**config.mk**
```make
export PLATFORM = sky130hd
export DESIGN_NAME = burst_addr_seq
export DESIGN_NICKNAME = d
export VERILOG_FILES = /design/src/rtl/burst_seq_pkg.sv /design/src/rtl/bseq_ctrl.sv /design/src/rtl/bseq_base.sv /design/src/rtl/bseq_counter.sv /design/src/rtl/bseq_order.sv /design/src/rtl/burst_addr_seq.sv
export SDC_FILE = /design/constraint.sdc
export NUM_CORES = 1
export LEC_CHECK = 0
export ABC_AREA = 1
export BUFFER_PORTS_ARGS = -buffer_cell sky130_fd_sc_hd__buf_2
export CELL_PAD_IN_SITES_DETAIL_PLACEMENT = 1
export CELL_PAD_IN_SITES_GLOBAL_PLACEMENT = 1
export CORE_ASPECT_RATIO = 1.4
export CORE_MARGIN = 2
export CORE_UTILIZATION = 30
export CTS_CLUSTER_DIAMETER = 50
export CTS_CLUSTER_SIZE = 28
export DETAILED_ROUTE_END_ITERATION = 16
export GPL_ROUTABILITY_DRIVEN = 0
export GPL_TIMING_DRIVEN = 0
export PLACE_DENSITY_LB_ADDON = 0.1
export SLEW_MARGIN = 20
export SYNTH_ARGS = -nofsm -noshare
export SYNTH_HDL_FRONTEND = slang
export SYNTH_SLANG_ARGS = --single-unit
```
**constraint.sdc**
```tcl
create_clock -name clk -period 2.4 [get_ports clk]
set_input_delay 0.48 -clock clk [delete_from_list [all_inputs] [get_ports clk]]
set_output_delay 0.48 -clock clk [all_outputs]
set_load 0.03 [all_outputs]
```
**src/rtl/burst_seq_pkg.sv**
```systemverilog
package burst_seq_pkg;

    typedef enum logic {
        ST_IDLE  = 1'b0,
        ST_BURST = 1'b1
    } seq_state_e;

    typedef enum logic {
        ORD_LINEAR     = 1'b0,
        ORD_INTERLEAVE = 1'b1
    } burst_order_e;

endpackage

```
**src/rtl/bseq_ctrl.sv**
```systemverilog
module bseq_ctrl
    import burst_seq_pkg::*;
(
    input  logic       clk,
    input  logic       rst_n,
    input  logic       cen_n,
    input  logic       adv_ld_n,
    output seq_state_e state_o,
    output logic       load_o,
    output logic       step_o
);

    seq_state_e state_q;
    seq_state_e state_d;
    logic       enabled;

    assign enabled = ~cen_n;

    // next-state selection
    always_comb begin
        state_d = state_q;
        unique case (state_q)
            ST_IDLE: begin
                if (enabled && !adv_ld_n) state_d = ST_BURST;   // T_LOAD
                else                      state_d = ST_IDLE;    // T_WAIT
            end
            ST_BURST: begin
                state_d = ST_BURST;                             // T_RELOAD / T_STEP / T_HOLD
            end
            default: state_d = ST_IDLE;
        endcase
    end

    // state register
    always_ff @(posedge clk or negedge rst_n) begin
        if (!rst_n) state_q <= ST_IDLE;
        else        state_q <= state_d;
    end

    // outputs
    always_comb begin
        load_o = 1'b0;
        step_o = 1'b0;
        unique case (state_q)
            ST_IDLE: begin
                load_o = enabled && !adv_ld_n;
            end
            ST_BURST: begin
                load_o = enabled && !adv_ld_n;
                step_o = enabled &&  adv_ld_n;
            end
            default: begin
                load_o = 1'b0;
                step_o = 1'b0;
            end
        endcase
    end

    assign state_o = state_q;

endmodule

```
**src/rtl/bseq_base.sv**
```systemverilog
module bseq_base
    import burst_seq_pkg::*;
#(
    parameter int ADDR_W = 20
) (
    input  logic              clk,
    input  logic              rst_n,
    input  logic              load,
    input  logic [ADDR_W-1:0] addr_in,
    input  logic              mode,
    output logic [ADDR_W-1:0] base_q,
    output burst_order_e      order_q
);

    always_ff @(posedge clk or negedge rst_n) begin
        if (!rst_n) begin
            base_q  <= '0;
            order_q <= ORD_LINEAR;
        end else if (load) begin
            base_q  <= addr_in;
            order_q <= burst_order_e'(mode);
        end
    end

endmodule

```
**src/rtl/bseq_counter.sv**
```systemverilog
module bseq_counter #(
    parameter int CNT_W = 2
) (
    input  logic             clk,
    input  logic             rst_n,
    input  logic             clear,
    input  logic             step,
    output logic [CNT_W-1:0] cnt_q
);

    localparam logic [CNT_W-1:0] ONE = CNT_W'(1);

    always_ff @(posedge clk or negedge rst_n) begin
        if (!rst_n)     cnt_q <= '0;
        else if (clear) cnt_q <= '0;
        else if (step)  cnt_q <= cnt_q + ONE;   // wraps inside the group
    end

endmodule

```
**src/rtl/bseq_order.sv**
```systemverilog
module bseq_order
    import burst_seq_pkg::*;
#(
    parameter int CNT_W = 2
) (
    input  logic [CNT_W-1:0] start_lo,
    input  logic [CNT_W-1:0] beat,
    input  burst_order_e     order,
    output logic [CNT_W-1:0] lo_out
);

    logic [CNT_W-1:0] lin_lo;
    logic [CNT_W-1:0] xor_lo;

    assign lin_lo = start_lo + beat;

    for (genvar b = 0; b < CNT_W; b++) begin : g_xor_bit
        assign xor_lo[b] = start_lo[b] ^ beat[b];
    end

    always_comb begin
        unique case (order)
            ORD_LINEAR:     lo_out = lin_lo;
            ORD_INTERLEAVE: lo_out = xor_lo;
            default:        lo_out = lin_lo;
        endcase
    end

endmodule

```
**src/rtl/burst_addr_seq.sv**
```systemverilog
module burst_addr_seq
    import burst_seq_pkg::*;
#(
    parameter int ADDR_W = 20,
    parameter int CNT_W  = 2
) (
    input  logic              clk,
    input  logic              rst_n,
    input  logic              cen_n,
    input  logic              adv_ld_n,
    input  logic              mode,
    input  logic [ADDR_W-1:0] addr_in,
    output logic [ADDR_W-1:0] addr_out,
    output logic [CNT_W-1:0]  burst_index
);

    seq_state_e       state;
    logic             load;
    logic             step;
    logic [ADDR_W-1:0] base_q;
    burst_order_e     mode_q;
    logic [CNT_W-1:0] cnt_q;
    logic [CNT_W-1:0] lo_out;

    bseq_ctrl u_ctrl (
        .clk      (clk),
        .rst_n    (rst_n),
        .cen_n    (cen_n),
        .adv_ld_n (adv_ld_n),
        .state_o  (state),
        .load_o   (load),
        .step_o   (step)
    );

    bseq_base #(.ADDR_W(ADDR_W)) u_base (
        .clk     (clk),
        .rst_n   (rst_n),
        .load    (load),
        .addr_in (addr_in),
        .mode    (mode),
        .base_q  (base_q),
        .order_q (mode_q)
    );

    bseq_counter #(.CNT_W(CNT_W)) u_cnt (
        .clk   (clk),
        .rst_n (rst_n),
        .clear (load),
        .step  (step),
        .cnt_q (cnt_q)
    );

    bseq_order #(.CNT_W(CNT_W)) u_order (
        .start_lo (base_q[CNT_W-1:0]),
        .beat     (cnt_q),
        .order    (mode_q),
        .lo_out   (lo_out)
    );

    assign addr_out    = {base_q[ADDR_W-1:CNT_W], lo_out};
    assign burst_index = cnt_q;

endmodule

```
==> out/summary.md <==
• status: finished clean
• flop and latch count out of synthesis: 24
• final number of hold-violating endpoints: 0
• endpoint arrival time on the critical path: 1380 ps
• share of cell area taken by muxes after synthesis: 0
• number of violations of the max-capacitance limit: 0
• fraction of the mapped netlist area in compound gates: 0.0133
• kind of launch point of the worst setup path: register
• number of clock sinks: 24
• post-CTS clock slew at the launch and capture registers of the worst setup and hold paths: 80 ps
• commonest cells after routing, fill and taps aside: sky130_fd_sc_hd__nand2_1, sky130_fd_sc_hd__buf_2, sky130_fd_sc_hd__dfrtp_1, sky130_fd_sc_hd__buf_4, sky130_fd_sc_hd__inv_1
• placeable core region: 0.00364 mm²
• area of the mapped netlist: 0.00113 mm²
• area occupied by registers: 601 µm²
• maximum number of pins on one net before global-route repair: 25
• setup repair after global routing missed its margin: no
• min-delay worst type: input port to async pin
• detailed-route vias per instance: 4.31
• height of the die: 76.7 µm
• Slowest-stage cell, CP: sky130_fd_sc_hd__dfrtp_1
• main combinational cell family by area after synthesis: simple AND/OR/NAND/NOR gates
• largest incremental delay on the critical path: 440 ps
• post-synth cell types: 14
• number of input and output port buffers inserted: 46
• post-synthesis adder-cell area fraction: 0.0111
• GRT Residual Overflow: 0
• # IOs: 47
• data required time of the worst path: 1920 ps
• number of CTS-inserted buffers: 3
• Detailed Place HPWL: 1840 µm
• number of setup buffers added after CTS: 0
• critical path type: register to output port
• # resized after CTS: 0
• Detailed Route WL: 2480 µm
• average wire length per cell after detail routing: 11.1 µm
• Root Driver: sky130_fd_sc_hd__clkbuf_8
• First-pass DRT Iterations: 4
• hold bufs inserted after CTS: 0
• cell type group with the largest total delay on the critical path: flip-flops
• Total Nets Final: 210
• wire length of the first global-routing pass: 4260 µm
• share of post-route cells with drive strength above 1: 0.407
• reg-to-reg critical path endpoint: u_cnt.cnt_q[1]
• count of standard-cell rows: 26
• crit end category: output port
• Worst slew margin: 0.633
• post-synthesis simple-gate area fraction: 0.262
• Starting Density: 0.310
• Synth warnings: 0
• xor/xnor cell area share of the yosys netlist: 0
• Peak supply drop: 0.345 mV
• actual transition at the worst max-transition pin: 550 ps
• WP buf/inv: 3
• Detailed Route Iter0 Violations: 12
• final antenna diode count: 0
• shortest clock period the worst path allows after layout: 1860 ps
• Worst Clk Skew: 4.01 ps
• x dimension of the die: 55.9 µm
• die footprint: 0.00428 mm²
• cell-by-cell listing of the critical path: ha_1 > nand2_1 > inv_1 > nand2_1 > nand2_1 > inv_1 > buf_2
• Cell Pwr Density: 733 mW/mm²
• minimum setup slack in the final design: 535 ps
• Skew-Pair Late Insertion Delay: 270 ps
• total global routing track utilization: 0.127
• length in cells of the worst reg-to-reg path: 4
• final setup violating endpoints: 0
• multi-input gate area in the final layout: 324 µm²
• final count of pins violating max slew: 0
• number of global-route vias before repair: 969
• register area share after synthesis: 0.531
• clock tree from TritonCTS: yes
• layout overhead on the synthesized area: 28.7%
• reg-to-reg critical path startpoint: u_cnt.cnt_q[0]
• Mapped Cells: 133
• most common cell after layout, fill and taps aside: sky130_fd_sc_hd__nand2_1
• htree depth: 1
• filler cell count in the final layout: 474
• pre-CTS setup slack: 834 ps
• dominant cell type by count on the critical path: sky130_fd_sc_hd__nand2_1
• # DRC: 0
• initial antenna violation count: 0
• sum of negative setup slack: 0 ps
• Leakage: 0.879 nW
• nets in the synthesized netlist: 159
• vias: 965
• share of the clock period used by the worst path: 0.777
• Avg Cell Area, Syn: 8.50 µm²
• timing-limited maximum frequency: 0.536 GHz
• antenna-violating nets left: 0
• biggest fanout along the worst timing path: 5
• worst slack on hold paths: 184 ps
• maximum buffer depth of the clock tree: 2
• register-to-register path setup slack: 1570 ps
-- per-layer routing --
layer / share of wire / vias to the layer above / GRT usage
li1: - / 480 / -
met1: 0.40 / 451 / 0.134
met2: 0.51 / 29 / 0.231
met3: 0.066 / 5 / 0.0270
met4: 0.024 / 0 / 0.0714
met5: 0 / - / 0
-- worst reg2reg max path, cell delays in order, from the launching register on --
cell,delay [ps]
sky130_fd_sc_hd__dfrtp_1,430
sky130_fd_sc_hd__nand3_1,130
sky130_fd_sc_hd__nand2_1,80
sky130_fd_sc_hd__inv_1,40
sky130_fd_sc_hd__nor2_1,90
-- area by class of cell --
| cell class | instances | share of cell area |
|---|---|---|
| Multi-Input combinational cell | 79 | 0.223 |
| Clock buffer | 3 | 0.0284 |
| Timing Repair Buffer | 46 | 0.158 |
| Sequential cell | 24 | 0.413 |
| Tap cell | 42 | 0.0361 |
| Inverter | 8 | 0.0206 |
| Buffer | 22 | 0.121 |
-- state kept, by name, summed over array words and instances (netlist names) --
register        flops
u_base.order_q      1
u_base.base_q      20
u_ctrl.state_o      1
u_cnt.cnt_q         2
-- power by group --
part / internal [W] / leakage (nW) / total [W] / switching [W]
Combinational: 0.000132 / 0.564 / 0.000340 / 0.000208
Sequential: 0.000455 / 0.293 / 0.000484 / 0.0000297
Clock: 0.000113 / 0.0216 / 0.000242 / 0.000129
Total: 0.000699 / 0.879 / 0.00107 / 0.000367
-- worst max-delay path by stage --
stage,to,from,slack (ps),cells past startpoint
final,addr_out[1],u_cnt.cnt_q[0],540,7
after global routing,addr_out[1],u_cnt.cnt_q[0],400,7
after CTS,addr_out[1],u_cnt.cnt_q[0],510,7
after detailed placement,addr_out[1],u_cnt.cnt_q[0],830,7
after global placement,addr_out[1],u_cnt.cnt_q[0],870,7
after floorplan,addr_out[1],u_cnt.cnt_q[0],780,6
-- through the flow --
step	cell area, µm²	power [W]	instances	utilization
3_3_place_gp	1410	0.000832	221	0.388
3_5_place_dp	1410	0.000840	221	0.388
4_1_cts	1460	0.00109	224	0.399
5_1_grt	1460	0.00114	224	0.399
6_report	1460	0.00107	224	0.399
2_1_floorplan	1130	0.000739	133	-
-- synthesized netlist by cell type --
library cell | count | area share
sky130_fd_sc_hd__inv_2 | 1 | 0.0033
sky130_fd_sc_hd__nor2_1 | 2 | 0.0066
sky130_fd_sc_hd__dfrtp_1 | 24 | 0.53
sky130_fd_sc_hd__inv_1 | 7 | 0.023
sky130_fd_sc_hd__or2_2 | 1 | 0.0055
sky130_fd_sc_hd__a21oi_1 | 1 | 0.0044
sky130_fd_sc_hd__nand3_1 | 2 | 0.0088
sky130_fd_sc_hd__nand2_1 | 68 | 0.23
sky130_fd_sc_hd__o21ai_0 | 2 | 0.0088
sky130_fd_sc_hd__nor2_4 | 1 | 0.010
sky130_fd_sc_hd__ha_1 | 1 | 0.011
sky130_fd_sc_hd__nand4_1 | 1 | 0.0055
sky130_fd_sc_hd__buf_4 | 19 | 0.13
sky130_fd_sc_hd__buf_6 | 3 | 0.030
-- cells by family (layout without fill, tap and decap cells) --
logic type / Yosys count / count (layout)
AOI/OAI and AO/OA: 3 / 3
buffers and inverters: 30 / 79
DFF: 24 / 24
adders and majority gates: 1 / 1
and+or+nand+nor: 75 / 75
Power figures use the tool's default switching activity.
